$ cat config.mk
export PLATFORM = sky130hd
export DESIGN_NAME = surf_proto_match
export DESIGN_NICKNAME = d
export VERILOG_FILES = /design/src/rtl/proto_match_pkg.sv /design/src/rtl/pm_sqrt_nr.sv /design/src/rtl/pm_dist_lane.sv /design/src/rtl/pm_min_sel.sv /design/src/rtl/surf_proto_match.sv
export SDC_FILE = /design/constraint.sdc
export NUM_CORES = 2
export LEC_CHECK = 0
export ABC_AREA = 1
export BUFFER_PORTS_ARGS = -buffer_cell sky130_fd_sc_hd__buf_2
export CORE_MARGIN = 2
export CORE_UTILIZATION = 65
export CTS_BUF_LIST = sky130_fd_sc_hd__clkbuf_8 sky130_fd_sc_hd__clkbuf_16
export DETAILED_ROUTE_END_ITERATION = 10
export PLACE_DENSITY_LB_ADDON = 0.08
export SYNTH_ARGS = -nofsm -noshare
export SYNTH_HDL_FRONTEND = slang
export SYNTH_HIERARCHICAL = 1
export SYNTH_SLANG_ARGS = --single-unit
$ cat constraint.sdc
create_clock -name clk -period 16 [get_ports clk]
set_input_delay 3.2 -clock clk [delete_from_list [all_inputs] [get_ports clk]]
set_output_delay 3.2 -clock clk [all_outputs]
set_load 0.01 [all_outputs]
$ cat src/rtl/proto_match_pkg.sv
package proto_match_pkg;
   // Even accumulator width holding NBR squared differences of val_w-bit values.
   function automatic int acc_width(input int val_w, input int nbr);
      int w;
      w = 2 * val_w + $clog2(nbr);
      return w + (w % 2);
   endfunction
endpackage

$ cat src/rtl/pm_sqrt_nr.sv
module pm_sqrt_nr #(
   parameter int ACC_W = 22
) (
   input  logic                 clk,
   input  logic                 rst_n,
   input  logic                 start,
   input  logic [ACC_W-1:0]     rad,
   output logic [ACC_W/2-1:0]   root,
   output logic                 done
);
   localparam int RW    = ACC_W / 2;
   localparam int CNT_W = $clog2(RW + 1);

   if (ACC_W % 2 != 0) $error("pm_sqrt_nr: ACC_W must be even");
   if (RW < 2)         $error("pm_sqrt_nr: ACC_W too small");

   logic [ACC_W-1:0] d_q;
   logic [RW+1:0]    r_q, r_sh, r_tq, r_nx;
   logic [RW-1:0]    q_q;
   logic [CNT_W-1:0] cnt_q;
   logic             busy_q;

   always_comb begin
      r_sh = {r_q[RW-1:0], d_q[ACC_W-1 -: 2]};
      r_tq = {q_q, r_q[RW+1], 1'b1};
      r_nx = r_q[RW+1] ? (r_sh + r_tq) : (r_sh - r_tq);
   end

   always_ff @(posedge clk) begin
      if (!rst_n) begin
         d_q    <= '0;
         r_q    <= '0;
         q_q    <= '0;
         cnt_q  <= '0;
         busy_q <= 1'b0;
         done   <= 1'b0;
      end else begin
         done <= 1'b0;
         if (start) begin
            d_q    <= rad;
            r_q    <= '0;
            q_q    <= '0;
            cnt_q  <= CNT_W'(RW);
            busy_q <= 1'b1;
         end else if (busy_q) begin
            d_q   <= d_q << 2;
            r_q   <= r_nx;
            q_q   <= {q_q[RW-2:0], ~r_nx[RW+1]};
            cnt_q <= cnt_q - 1'b1;
            if (cnt_q == CNT_W'(1)) begin
               busy_q <= 1'b0;
               done   <= 1'b1;
            end
         end
      end
   end

   assign root = q_q;
endmodule

$ cat src/rtl/pm_dist_lane.sv
module pm_dist_lane #(
   parameter int VAL_W = 8,
   parameter int NBR   = 25,
   parameter int ACC_W = 22
) (
   input  logic                     clk,
   input  logic                     rst_n,
   input  logic                     wr_en,
   input  logic [$clog2(NBR)-1:0]   wr_pos,
   input  logic [VAL_W-1:0]         wr_val,
   input  logic [$clog2(NBR)-1:0]   rd_pos,
   input  logic                     p1_valid,
   input  logic                     p1_first,
   input  logic                     p1_last,
   input  logic [VAL_W-1:0]         p1_val,
   output logic [ACC_W/2-1:0]       root,
   output logic                     done
);
   if (ACC_W < 2 * VAL_W + 2) $error("pm_dist_lane: accumulator too narrow");

   logic [VAL_W-1:0]   mem [NBR];
   logic [VAL_W-1:0]   proto_q;
   logic [VAL_W-1:0]   adiff;
   logic [2*VAL_W-1:0] sq;
   logic [ACC_W-1:0]   acc_q, acc_nx;

   always_ff @(posedge clk) begin
      if (wr_en) mem[wr_pos] <= wr_val;
      proto_q <= mem[rd_pos];
   end

   always_comb begin
      adiff  = (p1_val > proto_q) ? (p1_val - proto_q) : (proto_q - p1_val);
      sq     = adiff * adiff;
      acc_nx = (p1_first ? '0 : acc_q) + {{(ACC_W-2*VAL_W){1'b0}}, sq};
   end

   always_ff @(posedge clk) begin
      if (!rst_n)        acc_q <= '0;
      else if (p1_valid) acc_q <= acc_nx;
   end

   pm_sqrt_nr #(.ACC_W(ACC_W)) u_sqrt (
      .clk   (clk),
      .rst_n (rst_n),
      .start (p1_valid & p1_last),
      .rad   (acc_nx),
      .root  (root),
      .done  (done)
   );
endmodule

$ cat src/rtl/pm_min_sel.sv
module pm_min_sel #(
   parameter int N  = 8,
   parameter int RW = 11
) (
   input  logic [N*RW-1:0]      vals,
   output logic [$clog2(N)-1:0] idx,
   output logic [RW-1:0]        min_val
);
   always_comb begin
      idx     = '0;
      min_val = vals[RW-1:0];
      for (int i = 1; i < N; i++) begin
         if (vals[i*RW +: RW] < min_val) begin
            min_val = vals[i*RW +: RW];
            idx     = ($clog2(N))'(i);
         end
      end
   end
endmodule

$ cat src/rtl/surf_proto_match.sv
module surf_proto_match
   import proto_match_pkg::*;
#(
   parameter int N_PROTO = 8,
   parameter int VAL_W   = 8,
   parameter int NBR     = 25,
   parameter int X_W     = 7,
   parameter int Y_W     = 7,
   parameter int TS_W    = 32,
   localparam int ID_W   = $clog2(N_PROTO),
   localparam int POS_W  = $clog2(NBR),
   localparam int ACC_W  = acc_width(VAL_W, NBR),
   localparam int RW     = ACC_W / 2
) (
   input  logic             clk,
   input  logic             rst_n,
   input  logic             cfg_we,
   input  logic [ID_W-1:0]  cfg_id,
   input  logic [POS_W-1:0] cfg_pos,
   input  logic [VAL_W-1:0] cfg_val,
   input  logic             s_valid,
   input  logic             s_first,
   input  logic             s_last,
   input  logic [POS_W-1:0] s_pos,
   input  logic [VAL_W-1:0] s_val,
   input  logic [X_W-1:0]   s_x,
   input  logic [Y_W-1:0]   s_y,
   input  logic [TS_W-1:0]  s_ts,
   output logic             o_valid,
   output logic [X_W-1:0]   o_x,
   output logic [Y_W-1:0]   o_y,
   output logic [TS_W-1:0]  o_ts,
   output logic [ID_W-1:0]  o_id,
   output logic [RW-1:0]    o_dist
);
   if (N_PROTO < 2) $error("surf_proto_match: need at least two prototypes");
   if (NBR < 2)     $error("surf_proto_match: need at least two positions");

   typedef struct packed {
      logic [X_W-1:0]  x;
      logic [Y_W-1:0]  y;
      logic [TS_W-1:0] ts;
   } ev_t;

   logic             p1_valid, p1_first, p1_last;
   logic [VAL_W-1:0] p1_val;
   ev_t              ev_hold, sq_ev;
   logic             sq_start, sq_done;
   logic [N_PROTO-1:0]    done_vec;
   logic [N_PROTO*RW-1:0] root_flat;
   logic [ID_W-1:0]  win_id;
   logic [RW-1:0]    win_dist;

   always_ff @(posedge clk) begin
      if (!rst_n) begin
         p1_valid <= 1'b0;
         p1_first <= 1'b0;
         p1_last  <= 1'b0;
         p1_val   <= '0;
         ev_hold  <= '0;
      end else begin
         p1_valid <= s_valid;
         p1_first <= s_valid & s_first;
         p1_last  <= s_valid & s_last;
         p1_val   <= s_val;
         if (s_valid && s_first) ev_hold <= '{x: s_x, y: s_y, ts: s_ts};
      end
   end

   assign sq_start = p1_valid & p1_last;

   for (genvar g = 0; g < N_PROTO; g++) begin : g_lane
      pm_dist_lane #(.VAL_W(VAL_W), .NBR(NBR), .ACC_W(ACC_W)) u_lane (
         .clk      (clk),
         .rst_n    (rst_n),
         .wr_en    (cfg_we && (cfg_id == ID_W'(g))),
         .wr_pos   (cfg_pos),
         .wr_val   (cfg_val),
         .rd_pos   (s_pos),
         .p1_valid (p1_valid),
         .p1_first (p1_first),
         .p1_last  (p1_last),
         .p1_val   (p1_val),
         .root     (root_flat[g*RW +: RW]),
         .done     (done_vec[g])
      );
   end

   assign sq_done = &done_vec;

   pm_min_sel #(.N(N_PROTO), .RW(RW)) u_min (
      .vals    (root_flat),
      .idx     (win_id),
      .min_val (win_dist)
   );

   always_ff @(posedge clk) begin
      if (!rst_n) begin
         sq_ev   <= '0;
         o_valid <= 1'b0;
         o_x     <= '0;
         o_y     <= '0;
         o_ts    <= '0;
         o_id    <= '0;
         o_dist  <= '0;
      end else begin
         if (sq_start) sq_ev <= ev_hold;
         o_valid <= sq_done;
         if (sq_done) begin
            o_x    <= sq_ev.x;
            o_y    <= sq_ev.y;
            o_ts   <= sq_ev.ts;
            o_id   <= win_id;
            o_dist <= win_dist;
         end
      end
   end
endmodule

# Word level (Yosys, flattened, before mapping)
# Memories as Yosys holds them, arrays and structs flattened. A register that Yosys moved wholly into a read port is not among the register bits.
# Cells that the tools add are included.
# op_classes
mul,8
n_eq_ne,15
n_mux,118
bitwise_logic,20
add_sub_neg,48
magnitude_cmp,15
reduce_logical,28
# ops
operator,n
22-bit 2-to-1 mux,24
22-bit by 16-bit adder with 22-bit output,8
8-bit by 8-bit multiplier with 16-bit output,8
8-bit subtractor,16
13-bit adder,8
13-bit 2-to-1 mux,8
13-bit subtractor,8
11-bit < comparator,7
11-bit 2-to-1 mux,7
8-bit > comparator,8
4-bit 2-to-1 mux,16
8-bit 2-to-1 mux,8
1-bit 2-to-1 mux,49
"4-bit by 1-bit == test with 1-bit output, second input constant",8
"4-bit by 1-bit subtractor with 4-bit output, second input constant",8
3-bit OR reduction,8
1-bit inverter,17
2-bit nonzero test,8
"3-bit == test, second input constant",4
3-bit 2-to-1 mux,4
1-bit logical AND,9
8-bit AND reduction,1
"3-bit by 2-bit == test with 1-bit output, second input constant",2
2-bit 2-to-1 mux,2
other kinds (4),6
# totals
input_bits,81
mem_count,8
ramBits,1600
word_cells,340
reg_bits,756
output_inout_bits,61
# memory_table
name,depth,word_bits,rd,rd_ports_with_merged_regs,wr,line_no,source
g_lane[0].u_lane.mem,25,8,1,1,1,pm_dist_lane.sv:21,logic [VAL_W-1:0] mem [NBR];
g_lane[1].u_lane.mem,25,8,1,1,1,pm_dist_lane.sv:21,
g_lane[2].u_lane.mem,25,8,1,1,1,pm_dist_lane.sv:21,
g_lane[3].u_lane.mem,25,8,1,1,1,pm_dist_lane.sv:21,
g_lane[4].u_lane.mem,25,8,1,1,1,pm_dist_lane.sv:21,
g_lane[5].u_lane.mem,25,8,1,1,1,pm_dist_lane.sv:21,
+2 memories,n/a,n/a,n/a,n/a,n/a,n/a,

# Longest topological paths before layout
# depth
ltp_word,14
depth_mapped,86
depth_no_buf,78

# Cells and area by module
# The synthesis kept the hierarchy.
# modules_own_cells
module,area_per_inst_um2,cells_per_inst,seq_area_each_um2,n_inst
pm_dist_lane (g_lane[5].u_lane ...),12525.8,1280,6606.3,3
pm_dist_lane (g_lane[3].u_lane ...),12539.5,1294,6606.3,2
pm_sqrt_nr (g_lane[0].u_lane.u_sqrt ...),2698.8,364,1021.0,6
pm_dist_lane (g_lane[0].u_lane),12558.3,1295,6606.3,1
pm_dist_lane (g_lane[1].u_lane),12512.0,1291,6606.3,1
pm_dist_lane (g_lane[2].u_lane),12469.5,1290,6606.3,1
surf_proto_match,6164.7,811,3283.1,1
pm_min_sel,2675.1,472,0.0,1
pm_sqrt_nr (g_lane[7].u_lane.u_sqrt),2671.3,363,1021.0,1
pm_sqrt_nr (g_lane[6].u_lane.u_sqrt),2645.0,364,1021.0,1

# Worst setup path after synthesis
# Ideal clock, no wire load.
# synth_timing
path_type,flip-flop to flip-flop
startpoint,register g_lane[0].u_lane.u_sqrt.q_q[9]
endpoint,register o_dist[3]
arrival_time_ps,10079
stages_incl_launch_ff,76
path_buffers,10
period_less_slack_ps,10143
setup_time_ps,64
slack_ps,5857
required_time_ps,15936
cell_sequence,dfxtp_1 inv_1 ha_1 nand2_1 nor2_1 and2_1 nand2_1 nand3_2 clkbuf_1 clkbuf_1 o21ai_0 ha_1 nand3_1 nor2_1 nand4_1 nor2_1 nor2_2 nand2_2 (+40 left out) nor2_1 a2111oi_0 nand2_4 buf_2 nand2_1 o21ai_0 ha_1 a21oi_1 nor2_1 a211oi_1 o221a_2 clkbuf_1 nand3_1 nand2_1 inv_1 nand3_1 nand2_1 nor2_1
# synth_via
elab_chain_len,14
# synth_rtl
element,line_no,source
from (decl),pm_sqrt_nr.sv:19,logic [RW-1:0] q_q;
from (signal assigned),pm_sqrt_nr.sv:48,"q_q <= {q_q[RW-2:0], ~r_nx[RW+1]};"
11-bit < comparator,pm_min_sel.sv:13,if (vals[i*RW +: RW] < min_val) begin
11-bit 2-to-1 mux *,pm_min_sel.sv:13,
11-bit < comparator,pm_min_sel.sv:13,
11-bit 2-to-1 mux *,pm_min_sel.sv:13,
11-bit < comparator,pm_min_sel.sv:13,
11-bit 2-to-1 mux *,pm_min_sel.sv:13,
11-bit < comparator,pm_min_sel.sv:13,
11-bit 2-to-1 mux *,pm_min_sel.sv:13,
11-bit < comparator,pm_min_sel.sv:13,
11-bit 2-to-1 mux *,pm_min_sel.sv:13,
11-bit < comparator,pm_min_sel.sv:13,
11-bit 2-to-1 mux *,pm_min_sel.sv:13,
11-bit < comparator,pm_min_sel.sv:13,
11-bit 2-to-1 mux *,pm_min_sel.sv:13,
named net win_dist[3],surf_proto_match.sv:52,logic [RW-1:0] win_dist;
to (signal assigned),surf_proto_match.sv:114,o_dist <= win_dist;
to (decl),surf_proto_match.sv:34,output logic [RW-1:0] o_dist
# The timed path passes the listed nets; every way through them passes the cells marked *.
# A chain may end at the register's enable or synchronous reset.

# Worst setup path after layout
# layout_timing
startpoint,register g_lane[0].u_lane.u_sqrt.q_q[2]
endpoint,register o_dist[9]
# Same word-level chain as after synthesis.

==> results.sh <==
export IMPL_global_route_wire_length_before_repair_um=515000
export IMPL_period_share_pct=76.5
export IMPL_period_needed_ns=12.24
export IMPL_cts_buffer_depth=3
export IMPL_grt_total_usage_pct=31.1
export IMPL_cp_startpoint_kind="register"
export IMPL_timing_hold_worst_path_depth=2
export IMPL_edff_count_synth=1600
export IMPL_cpMaxStageDelayCell="a2111oi_0"
export IMPL_comb_power_share_pct=58.9
export IMPL_ys_seq_area_share_pct=49.3
export IMPL_place_gp_congestion=0.905
export IMPL_sequentialPowerShare_pct=22.4
export IMPL_synth_cell_area_um2=131000
export IMPL_floorplan_initialDensity_pct=65.4
export IMPL_crit_type="register to register"
export IMPL_crit_required_ns=16.72
export IMPL_root_buffer="clkbuf_16"
export IMPL_fmax_mhz=81.7
export IMPL_yosys_register_bits=2412
export IMPL_finish_net_count=15400
export IMPL_result_of_the_run="complete, no violations"
export IMPL_detail_route_vias_per_cell=5.82
export IMPL_intPower_w=0.0161
export IMPL_r2r_worst_path_cells=69
export IMPL_drt_pre_antenna_iters=6
export IMPL_die_height_um=452
export IMPL_timing_max_transition_violations_final=0
export IMPL_yosysWarningCount=6
export IMPL_total_leakage_power_nw=59.0
export IMPL_grt_start_max_net_pins=157
export IMPL_worst_ep_arrival_time_ns=12.96
export IMPL_syn_mean_instance_area_um2=9.00
export IMPL_setup_reg_to_reg_worst_slack_ns=3.76
export IMPL_wl_per_cell_um=18.7
export IMPL_synth_cell_types=55
export IMPL_antenna_found_initial=6
export IMPL_timing_max_slew_rel_slack_pct=23.9
export IMPL_place_hpwl_um=212000
export IMPL_drtAntennaViolNets=0
export IMPL_postCtsSetupBuffers=0
export IMPL_cts_repair_resize_count=0
export IMPL_area_of_the_core_um2=200000
export IMPL_port_buffer_count=141
export IMPL_ys_flop_type="edfxtp_1"
export IMPL_holdCritPathClass="register to register"
export IMPL_area_added_between_synthesis_and_finish_pct=7.62
export IMPL_cts_sink_count=2412
export IMPL_wl_um=322000
export IMPL_worstHoldStart="sq_ev[29]"
export IMPL_yosys_area_top_type="edfxtp_1"
export IMPL_reg2reg_to="o_dist[9]"
export IMPL_skew_ns=0.0850
export IMPL_count_of_buffering_cells_on_the_critical_path_with_inverters_included=9
export IMPL_reg_to_reg_startpoint="g_lane[0].u_lane/u_sqrt/root[2]"
export IMPL_worst_slew_pin_slew_ns=1.14
export IMPL_first_global_vias=97600
export IMPL_design_area_um2=140000
export IMPL_die_w_um=452
export IMPL_overall_overflow_remaining_after_global_route=0
export IMPL_synth_top_area_share_pct=36.8
export IMPL_ys_async_sr_fraction_pct=0
export IMPL_area_sequential_um2=64300
export IMPL_drt_first_iter_violations=9837
export IMPL_detailed_place_area_um2=132000
export IMPL_critPathMaxStageDelay_ns=0.77
export IMPL_insertion_delay_ns=0.91
export IMPL_cell_type_with_the_highest_occurrence_count_on_the_critical_path="nand2_1"
export IMPL_htree_levels=4
export IMPL_io_pins=142
export IMPL_critPathTopFamily="simple AND/OR/NAND/NOR gates"
export IMPL_dieArea_um2=204000
export IMPL_cts_buffers=240
export IMPL_power_total_w=0.0308
export IMPL_placement_rows=164
export IMPL_cts_hold_bufs=0
export IMPL_grt_setup_unrepaired="no"
export IMPL_tns_ns=0
export IMPL_p_switching_w=0.0147
export IMPL_cp_max_fo=22
export IMPL_drive_gt1_share_pct=6.76
export IMPL_path_clk_slew_ns=0.06
export IMPL_fillCellCount=15300
export IMPL_tritoncts="done"
export IMPL_pwr_share_clk_pct=18.7
export IMPL_setup_worst_path_end_class="register"
export IMPL_vdd_ir_drop_max_mv=0.461
export IMPL_vias=100000
export IMPL_cap_viol_max_count=0
export IMPL_mappedNetlistNets=15500
export IMPL_setup_violations_final=0
export IMPL_multi_input_area_um2=55900
export IMPL_holdPathEnd="sq_ev[29]"
export IMPL_remaining_drc_errors=0
export IMPL_netlist_instances=14500
export IMPL_power_switching_fraction_pct=47.6
export IMPL_synth_area_top_cells="edfxtp_1 (37%), dfxtp_1 (12%), nor2_1 (6.4%)"
export IMPL_power_density_nw_per_um2=219
export IMPL_timing_hold_violations_final=0
[cell usage in the layout, fill, tap and decap left out, types with 34 or more instances in the layout]
cell type / count
o211ai_1: 207
buf_4: 81
xor2_1: 87
clkbuf_16: 240
fa_1: 312
o221ai_1: 261
xnor2_1: 163
ha_1: 620
nand2_2: 112
buf_2: 127
nand3_1: 685
clkinv_1: 46
o21bai_1: 34
nor2_1: 2217
a31oi_1: 57
a21oi_1: 642
nand4_1: 52
clkinv_2: 45
dfxtp_1: 809
nand2_4: 56
o21ai_0: 1344
o21ai_1: 37
o22ai_1: 100
nand2_1: 2157
edfxtp_1: 1600
inv_1: 1887
inv_2: 68
nor3_1: 122
[layer usage]
metal  GRT usage (%)  vias to the layer above  routed length, µm
met4            9.62                        2               8970
li1                -                    48000                  -
met1            42.7                    47800             137000
met5               0                        -                 18
met2            51.8                     3745             153000
met3            4.13                      566              23000
[Yosys cell counts, types with 9 or more instances]
cell type and n:
a21o_1 13, nor2_2 32, clkinv_1 10, buf_4 46, xor2_1 87, nand3_1 685, nand3_2 14, edfxtp_1 1600
inv_1 1838, or2_1 23, o21ai_0 1344, o21ai_1 37, xnor2_1 163, nand2_2 111, nand2_1 2158, a211oi_1 18
o221ai_1 261, buf_6 24, o22ai_1 100, a21oi_2 33, nor2_4 25, nand2_4 56, nor2_1 2219, clkbuf_1 343
nor3_1 122, a21boi_0 15, clkbuf_8 12, nand3b_1 30, o211ai_1 207, buf_2 197, inv_4 9, fa_1 312
a31oi_1 57, nand4_1 52, a21oi_1 642, inv_2 68, dfxtp_1 812, ha_1 620, nor4_1 16, o21bai_1 34
[cells by family after synthesis]
logic type | count (synthesis) | synth area share [%]
AND/OR/NAND/NOR | 5571 | 18.1
XOR/XNOR | 257 | 1.76
flip-flops | 2412 | 49.3
adder cells (fa/ha/maj) | 932 | 10.7
AO/OA/AOI/OAI | 2772 | 12.2
buffers and inverters | 2554 | 7.92
[state kept, by name, indices dropped and copies added (netlist names)]
name                         count
g_lane.u_lane/u_sqrt/r_q        96
p1_valid                         1
o_ts                            32
p1_last                          1
o_valid                          1
o_x                              7
g_lane.u_lane/u_sqrt/cnt_q      32
p1_first                         1
o_dist                          11
g_lane.u_lane/u_sqrt/root       88
o_y                              7
ev_hold                         46
sq_ev                           46
g_lane.u_lane/u_sqrt/d_q       176
o_id                             3
g_lane.u_lane/acc_q            176
p1_val                           8
g_lane.u_lane/u_sqrt/done        8
g_lane.u_lane/proto_q           64
g_lane.u_lane/u_sqrt/busy_q      8
g_lane.u_lane/mem             1600
[worst reg2reg max path: cells and delay by family, from the launching register on]
kind | cells | cell delay (ns)
simple gates | 39 | 4.96
fa+ha+maj | 7 | 2.22
buf+inv | 9 | 0.82
flops | 1 | 0.40
compound gates | 14 | 3.69
[per-stage QoR]
step | utilization (%) | worst slack (ns) | hold slack (ns) | instances
after floorplan | - | 5.86 | 0.429 | 14500
after global placement | 66.3 | 3.93 | 0.439 | 16800
after detailed placement | 66.3 | 3.94 | 0.446 | 16800
after CTS | 70.4 | 3.84 | 0.454 | 17200
after global routing | 70.4 | 2.37 | 0.468 | 17200
final | 70.4 | 3.76 | 0.453 | 17200
[how the worst max path moves through the flow]
stage                                          startpoint   endpoint  slack, ns  cells past startpoint
after floorplan           g_lane[0].u_lane/u_sqrt/root[9]  o_dist[3]       5.86                     75
after global placement    g_lane[0].u_lane/u_sqrt/root[6]  o_dist[9]       3.93                     73
after detailed placement  g_lane[0].u_lane/u_sqrt/root[6]  o_dist[2]       3.94                     70
after CTS                 g_lane[0].u_lane/u_sqrt/root[6]  o_dist[8]       3.84                     70
after global routing      g_lane[0].u_lane/u_sqrt/root[2]  o_dist[7]       2.37                     69
final                     g_lane[0].u_lane/u_sqrt/root[2]  o_dist[9]       3.76                     69
[power by group through the flow]
stage	Combinational, W	Sequential (W)	Clock, W
2_1_floorplan	0.0135	0.00700	0
3_3_place_gp	0.0175	0.00703	0
3_5_place_dp	0.0177	0.00704	0
4_1_cts	0.0180	0.00691	0.00582
5_1_grt	0.0205	0.00692	0.00606
6_report	0.0181	0.00691	0.00575
[cell type report]
| type | instances | area share, % |
|---|---|---|
| clock buffer | 268 | 4.55 |
| timing repair buffer | 224 | 1.05 |
| tap | 2656 | 2.37 |
| antenna | 3 | 0.00534 |
| sequential | 2412 | 45.8 |
| inverter | 1928 | 5.18 |
| clock inverter | 187 | 1.27 |
| multi-input combinational | 9532 | 39.8 |
Power figures use the tool's default switching activity.
